===== config.mk =====
export PLATFORM = sky130hd
export DESIGN_NAME = desr_unit
export DESIGN_NICKNAME = d
export VERILOG_FILES = /design/src/rtl/desr_pkg.sv /design/src/rtl/desr_pack.sv /design/src/rtl/desr_route.sv /design/src/rtl/desr_regs.sv /design/src/rtl/desr_unit.sv
export SDC_FILE = /design/constraint.sdc
export NUM_CORES = 1
export LEC_CHECK = 0
export BUFFER_PORTS_ARGS = -buffer_cell sky130_fd_sc_hd__buf_2
export CORE_MARGIN = 2
export CORE_UTILIZATION = 46
export DETAILED_ROUTE_END_ITERATION = 10
export PLACE_DENSITY = 0.8
export RECOVER_POWER = 25
export SYNTH_ARGS = -nofsm -noshare
export SYNTH_HDL_FRONTEND = slang
export SYNTH_SLANG_ARGS = --single-unit
export TNS_END_PERCENT = 30

===== constraint.sdc =====
create_clock -name clk -period 2.05 [get_ports clk]
set_input_delay 0.1025 -clock clk [delete_from_list [all_inputs] [get_ports clk]]
set_output_delay 0.1025 -clock clk [all_outputs]
set_load 0.02 [all_outputs]

===== src/rtl/desr_pkg.sv =====
package desr_pkg;

  localparam int WORD_W = 32;

  typedef enum logic [1:0] {
    FMT_HYP   = 2'd0,
    FMT_SHORT = 2'd1,
    FMT_LONG  = 2'd2
  } layout_e;

  typedef enum logic [2:0] {
    RT_IDLE  = 3'd0,
    RT_UNDEF = 3'd1,
    RT_TRAP  = 3'd2,
    RT_ZERO  = 3'd3,
    RT_VIRT  = 3'd4,
    RT_REAL  = 3'd5
  } route_e;

  typedef struct packed {
    logic [1:0] err_type;
    logic       ext_abort;
    logic [5:0] code;
  } err_info_t;

  // Level 2 and above use the hypervisor layout; lower levels follow the mode.
  function automatic layout_e pick_layout(input logic [1:0] lvl, input logic long_fmt);
    if (lvl[1])
      return FMT_HYP;
    return long_fmt ? FMT_LONG : FMT_SHORT;
  endfunction

  // Bits that software may hold in a given layout.
  function automatic logic [WORD_W-1:0] layout_mask(input layout_e f, input logic has_src);
    logic [WORD_W-1:0] m;
    m = '0;
    m[31] = has_src;
    case (f)
      FMT_HYP: begin
        m[11:9] = '1;
        m[5:0]  = '1;
      end
      FMT_SHORT: begin
        m[15:14] = '1;
        m[12]    = 1'b1;
        m[10]    = 1'b1;
        m[3:0]   = '1;
      end
      default: begin
        m[15:14] = '1;
        m[12]    = 1'b1;
        m[9]     = 1'b1;
        m[5:0]   = '1;
      end
    endcase
    return m;
  endfunction

  // Syndrome word stored on a barrier capture.
  function automatic logic [WORD_W-1:0] pack_word(input layout_e f, input logic has_src,
                                                  input err_info_t e);
    logic [WORD_W-1:0] w;
    w = '0;
    w[31] = has_src;
    case (f)
      FMT_HYP: begin
        w[11:10] = e.err_type;
        w[9]     = e.ext_abort;
        w[5:0]   = e.code;
      end
      FMT_SHORT: begin
        w[15:14] = e.err_type;
        w[12]    = e.ext_abort;
        w[10]    = e.code[4];
        w[3:0]   = e.code[3:0];
      end
      default: begin
        w[15:14] = e.err_type;
        w[12]    = e.ext_abort;
        w[9]     = 1'b1;
        w[5:0]   = e.code;
      end
    endcase
    return w;
  endfunction

endpackage


===== src/rtl/desr_pack.sv =====
module desr_pack
  import desr_pkg::*;
#(
  parameter bit HAS_SYNC_SRC = 1'b1
) (
  input  logic [1:0]        bar_level,
  input  logic              bar_long_fmt,
  input  err_info_t         info,
  output logic [WORD_W-1:0] cap_word
);

  layout_e fmt;

  always_comb begin
    fmt      = pick_layout(bar_level, bar_long_fmt);
    cap_word = pack_word(fmt, HAS_SYNC_SRC, info);
  end

endmodule


===== src/rtl/desr_route.sv =====
module desr_route
  import desr_pkg::*;
#(
  parameter bit       HAS_TOP_LEVEL = 1'b1,
  parameter int       CP_NUM        = 15,
  parameter int       OPC1_SEL      = 0,
  parameter int       CRN_SEL       = 12,
  parameter int       CRM_SEL       = 1,
  parameter int       OPC2_SEL      = 1
) (
  input  logic       acc_valid,
  input  logic [3:0] acc_cp,
  input  logic [2:0] acc_opc1,
  input  logic [3:0] acc_crn,
  input  logic [3:0] acc_crm,
  input  logic [2:0] acc_opc2,
  input  logic [1:0] ctx_level,
  input  logic       ctx_debug,
  input  logic       ctx_l2_en,
  input  logic       ctx_trap_ctl,
  input  logic       ctx_abort_route,
  input  logic       ctx_ea_route,
  input  logic       ctx_secure,
  input  logic       ctx_sec_l2_en,
  output route_e     route
);

  logic addr_hit;
  logic lvl0, lvl1, lvl2;
  logic zero_cond;

  assign addr_hit = (acc_cp == 4'(CP_NUM)) && (acc_opc1 == 3'(OPC1_SEL)) &&
                    (acc_crn == 4'(CRN_SEL)) && (acc_crm == 4'(CRM_SEL)) &&
                    (acc_opc2 == 3'(OPC2_SEL));

  assign lvl0 = (ctx_level == 2'd0);
  assign lvl1 = (ctx_level == 2'd1);
  assign lvl2 = (ctx_level == 2'd2);

  assign zero_cond = HAS_TOP_LEVEL && !ctx_debug && ctx_ea_route &&
                     (lvl2 || (lvl1 && ((ctx_secure && !ctx_sec_l2_en) || !ctx_abort_route)));

  always_comb begin
    route = RT_IDLE;
    if (acc_valid && addr_hit) begin
      if (lvl0)
        route = RT_UNDEF;
      else if (lvl1 && ctx_l2_en && ctx_trap_ctl)
        route = RT_TRAP;
      else if (zero_cond)
        route = RT_ZERO;
      else if (lvl1 && ctx_l2_en && ctx_abort_route)
        route = RT_VIRT;
      else
        route = RT_REAL;
    end
  end

endmodule


===== src/rtl/desr_regs.sv =====
module desr_regs
  import desr_pkg::*;
#(
  parameter int NUM_COPIES = 2,
  localparam int IDX_W = (NUM_COPIES > 1) ? $clog2(NUM_COPIES) : 1
) (
  input  logic              clk,
  input  logic              rst,
  input  logic              cap_en,
  input  logic [IDX_W-1:0]  cap_idx,
  input  logic [WORD_W-1:0] cap_word,
  input  logic              wr_en,
  input  logic [IDX_W-1:0]  wr_idx,
  input  logic [WORD_W-1:0] wr_word,
  output logic [WORD_W-1:0] fwd [NUM_COPIES]
);

  for (genvar i = 0; i < NUM_COPIES; i++) begin : g_copy
    logic [WORD_W-1:0] q;
    logic cap_hit;
    logic wr_hit;

    assign cap_hit = cap_en && (cap_idx == IDX_W'(i));
    // Capture outranks a software write to the same copy.
    assign wr_hit  = wr_en && (wr_idx == IDX_W'(i)) && !cap_hit;
    // Captured value is visible to a read in the same cycle.
    assign fwd[i]  = cap_hit ? cap_word : q;

    always_ff @(posedge clk) begin
      if (rst)
        q <= '0;
      else if (cap_hit)
        q <= cap_word;
      else if (wr_hit)
        q <= wr_word;
    end
  end

endmodule


===== src/rtl/desr_unit.sv =====
module desr_unit
  import desr_pkg::*;
#(
  parameter bit HAS_SYNC_SRC  = 1'b1,
  parameter bit HAS_TOP_LEVEL = 1'b1,
  parameter int CP_NUM        = 15,
  parameter int OPC1_SEL      = 0,
  parameter int CRN_SEL       = 12,
  parameter int CRM_SEL       = 1,
  parameter int OPC2_SEL      = 1,
  parameter int TRAP_CODE     = 3
) (
  input  logic        clk,
  input  logic        rst,
  input  logic        bar_valid,
  input  logic        bar_pending,
  input  logic [1:0]  bar_level,
  input  logic        bar_long_fmt,
  input  logic        bar_virt,
  input  logic [1:0]  bar_err_type,
  input  logic        bar_ext_abort,
  input  logic [5:0]  bar_code,
  input  logic [1:0]  ctx_level,
  input  logic        ctx_long_fmt,
  input  logic        ctx_debug,
  input  logic        ctx_l2_en,
  input  logic        ctx_trap_ctl,
  input  logic        ctx_abort_route,
  input  logic        ctx_ea_route,
  input  logic        ctx_secure,
  input  logic        ctx_sec_l2_en,
  input  logic        acc_valid,
  input  logic        acc_write,
  input  logic [3:0]  acc_cp,
  input  logic [2:0]  acc_opc1,
  input  logic [3:0]  acc_crn,
  input  logic [3:0]  acc_crm,
  input  logic [2:0]  acc_opc2,
  input  logic [31:0] acc_wdata,
  output logic        rsp_valid,
  output logic        rsp_undef,
  output logic        rsp_trap,
  output logic [5:0]  rsp_code,
  output logic [31:0] rsp_rdata
);

  localparam int NUM_COPIES = 2;
  localparam int IDX_REAL   = 0;
  localparam int IDX_VIRT   = 1;

  err_info_t         info;
  logic [WORD_W-1:0] cap_word;
  route_e            route;
  logic              cap_en;
  logic              wr_en;
  logic              wr_idx;
  logic [WORD_W-1:0] wr_word;
  logic [WORD_W-1:0] fwd [NUM_COPIES];
  logic [WORD_W-1:0] rd_word;

  assign info = '{err_type: bar_err_type, ext_abort: bar_ext_abort, code: bar_code};

  desr_pack #(.HAS_SYNC_SRC(HAS_SYNC_SRC)) pack_i (
    .bar_level    (bar_level),
    .bar_long_fmt (bar_long_fmt),
    .info         (info),
    .cap_word     (cap_word)
  );

  desr_route #(
    .HAS_TOP_LEVEL (HAS_TOP_LEVEL),
    .CP_NUM        (CP_NUM),
    .OPC1_SEL      (OPC1_SEL),
    .CRN_SEL       (CRN_SEL),
    .CRM_SEL       (CRM_SEL),
    .OPC2_SEL      (OPC2_SEL)
  ) route_i (
    .acc_valid       (acc_valid),
    .acc_cp          (acc_cp),
    .acc_opc1        (acc_opc1),
    .acc_crn         (acc_crn),
    .acc_crm         (acc_crm),
    .acc_opc2        (acc_opc2),
    .ctx_level       (ctx_level),
    .ctx_debug       (ctx_debug),
    .ctx_l2_en       (ctx_l2_en),
    .ctx_trap_ctl    (ctx_trap_ctl),
    .ctx_abort_route (ctx_abort_route),
    .ctx_ea_route    (ctx_ea_route),
    .ctx_secure      (ctx_secure),
    .ctx_sec_l2_en   (ctx_sec_l2_en),
    .route           (route)
  );

  assign cap_en  = bar_valid && bar_pending;
  assign wr_en   = acc_write && ((route == RT_REAL) || (route == RT_VIRT));
  assign wr_idx  = (route == RT_VIRT);
  assign wr_word = acc_wdata & layout_mask(pick_layout(ctx_level, ctx_long_fmt), HAS_SYNC_SRC);

  desr_regs #(.NUM_COPIES(NUM_COPIES)) regs_i (
    .clk      (clk),
    .rst      (rst),
    .cap_en   (cap_en),
    .cap_idx  (bar_virt),
    .cap_word (cap_word),
    .wr_en    (wr_en),
    .wr_idx   (wr_idx),
    .wr_word  (wr_word),
    .fwd      (fwd)
  );

  always_comb begin
    rd_word = '0;
    if (!acc_write) begin
      if (route == RT_REAL)
        rd_word = fwd[IDX_REAL];
      else if (route == RT_VIRT)
        rd_word = fwd[IDX_VIRT];
    end
  end

  always_ff @(posedge clk) begin
    if (rst) begin
      rsp_valid <= 1'b0;
      rsp_undef <= 1'b0;
      rsp_trap  <= 1'b0;
      rsp_code  <= '0;
      rsp_rdata <= '0;
    end else begin
      rsp_valid <= (route != RT_IDLE);
      rsp_undef <= (route == RT_UNDEF);
      rsp_trap  <= (route == RT_TRAP);
      rsp_code  <= (route == RT_TRAP) ? 6'(TRAP_CODE) : 6'd0;
      rsp_rdata <= rd_word;
    end
  end

endmodule


==> flow_summary.toml <==
[status]
status = "finished clean"

[timing]
period_minus_slack_ns = 1.79
fmaxAchievable_mhz = 560
rsz0062_at_grt = "no"
fin_ws_ns = 0.265
fin_setup_tns_ns = 0
setup_violations = 0
slew_headroom_pct = 56.6
report.final.slew_viol_count = 0
fin_crit_sh_pct = 87.1
hold_violations = 0
final.setup_skew_ns = 0.00331
worst_slew_pin_slew_ns = 0.652

[drt]
wl_um = 6380
antenna_left = 0
vias_per_cell = 5.59
routedWlPerCell_um = 14.3
drt_first_pass_iters = 5
drt-initial-drc-count = 222
drc = 0
vias = 2498

[final_layout]
final_cell_mix = "buf_2 (61), nor2_1 (54), dfxtp_1 (42)"
fill_cells = 512
syn2layout_area_growth_pct = 18.5
final_common_cell = "buf_2"
num_antenna_cells = 0
final_nets = 455
finish.instance_area_um2 = 2880
drive_gt1_share_pct = 25.2

[floorplanning]
io-pin-count = 120
die_area_um2 = 5890
chipHeight_um = 76.7
die_w_um = 76.7
initial_utilization_pct = 47.6
rows = 26
core_um2 = 5110

[synth]
yosysWarnings = 0
syn_inst = 304
yosys-top-cells-area = "dfxtp_1 (35%), buf_4 (8.3%), nor2_1 (8.3%)"
ys_types = 47
async_flop_share_pct = 0
synth_ff_type = "dfxtp_1"
synth_edf_count = 0
synth_top_area_cell = "dfxtp_1"
yosysTopAreaCellShare_pct = 34.6
synth.avg_cell_area_um2 = 8.00
ys_ff_latch = 42
netlist_area_um2 = 2430
ys_seq_area_share_pct = 34.6

[pwr]
pwr-share-seq_pct = 50.3
p_comb_share_pct = 16.5
p_leak_nw = 1.20
clockPowerShare_pct = 33.3
switching_share_pct = 28.0
ir_drop_v = 0.000227
finalPower_mw = 1.68
cellPowerDensity_nw_per_um2 = 583
switching_power_mw = 0.471
intPower_mw = 1.21

[grt]
grt_pass1_wl_um = 10300
track_usage_pct = 21.2
grt_max_degree = 26
overflow = 0
grt_antenna_before_repair = 0
grt_pass1_vias = 2267

[worst_setup_path]
required_ns = 2.26
end_kind = "flip-flop"
crit_type = "in -> reg"
rr_worst_depth = 3
crit_fanout = 13
start_kind = "input pin"
crit_arrival_ns = 1.99

[cts]
clockBufferDepth = 2
cts_setup_buffers = 0
clk_latency_ns = 0.30
holdBufCountCts = 0
cts_max_level = 2
cts_buffers = 5
cts_sinks = 42
cts_resized = 0
cts_tree = "done"
cts-root-buf = "clkbuf_8"
clk_pin_slew_ns = 0.08

[placed_design]
portBuffers = 76
hpwl_um = 4740
dp_slack_ns = -0.0526
place_congestion = 0.868
placement.cell_area_um2 = 2810

[worst_hold_path]
min_delay_path_depth = 2
hp-class = "in -> reg"

[flow_run]
maxCapViolCount = 0
Yosys cell counts (2+ instances only):
| master | count |
|---|---|
| nor4bb_1 | 2 |
| a211oi_1 | 13 |
| clkbuf_1 | 16 |
| buf_2 | 2 |
| nor3_2 | 2 |
| nand2b_1 | 6 |
| and3_1 | 8 |
| a2111oi_0 | 2 |
| buf_4 | 27 |
| nand4b_1 | 4 |
| nand2_1 | 14 |
| o211ai_1 | 7 |
| nor2_1 | 54 |
| o21ai_0 | 4 |
| and3_2 | 2 |
| nor3_1 | 6 |
| inv_1 | 3 |
| mux2i_1 | 5 |
| dfxtp_1 | 42 |
| or4_1 | 4 |
| o221ai_1 | 5 |
| and2_1 | 3 |
| o22ai_1 | 5 |
| nand4_1 | 3 |
| a21oi_1 | 11 |
| o311a_1 | 6 |
| a211oi_2 | 5 |
| nand3_1 | 24 |
power by group through the flow:
stage	registers [mW]	logic, mW	clock network, mW
2_1_floorplan	0.861	0.199	0
3_3_place_gp	0.862	0.265	0
3_5_place_dp	0.863	0.271	0
4_1_cts	0.844	0.271	0.564
5_1_grt	0.847	0.301	0.599
6_report	0.844	0.276	0.558
flip-flops by register name (all words and copies together), names as in the netlist:
signal and count:
rsp_undef 1, rsp_code 1, regs_i.g_copy.q 26, rsp_rdata 13
rsp_valid 1
final cells by class:
class,count,area [um^2],area share (%)
flip-flops and latches,42,841,29.2
clock inverters,1,5.00,0.174
multi-input cells,235,1380,47.9
well taps,70,87.6,3.04
repair buffers,89,472,16.4
inverters,3,11.3,0.391
clock buffers,7,86.3,3.00
through the flow:
stage	util [%]	hold slack (ns)	std cells
3_5_place_dp	55.0	0.330	439
4_1_cts	56.8	0.0106	447
6_report	56.4	0.0190	447
5_1_grt	56.4	0.0228	447
3_3_place_gp	55.0	0.329	439
2_1_floorplan	-	0.179	326
worst max-delay path, stage by stage:
cell and delay (ns):
buf_2 0.10, nor4b_1 0.27, and3_2 0.22, or3b_4 0.37, or4_4 0.68, a311oi_1 0.25
worst paths after layout:
kind | startpoint | endpoint | slack [ns]
worst min register to register | regs_i.g_copy[0].q[4]$_SDFFE_PP0P_ | regs_i.g_copy[0].q[4]$_SDFFE_PP0P_ | 0.49
worst max-delay path | acc_opc1[0] | rsp_rdata[11]$_SDFF_PP0_ | 0.26
worst min-delay path | ctx_level[0] | rsp_undef$_SDFF_PP0_ | 0.02
worst max register to register | regs_i.g_copy[1].q[10]$_SDFFE_PP0P_ | rsp_rdata[10]$_SDFF_PP0_ | 1.14
metal layers:
metal  vias up  track usage [%]  part of all wire [%]
met1      1155             26.6                    42
li1       1202                -                     -
met2       123             35.9                    49
met4         0             9.64                   2.3
met5         -                0                     0
met3        18             3.29                   7.3
kinds of logic (layout without fill, tap and decap cells):
family | count (synthesis) | after routing | synth area share [%]
buf+inv | 49 | 100 | 12.1
flops | 42 | 42 | 34.6
other cells | 1 | 23 | 0.154
compound gates | 62 | 62 | 19.5
simple gates | 144 | 144 | 31.1
mux | 6 | 6 | 2.52
Power figures use the tool's default switching activity.
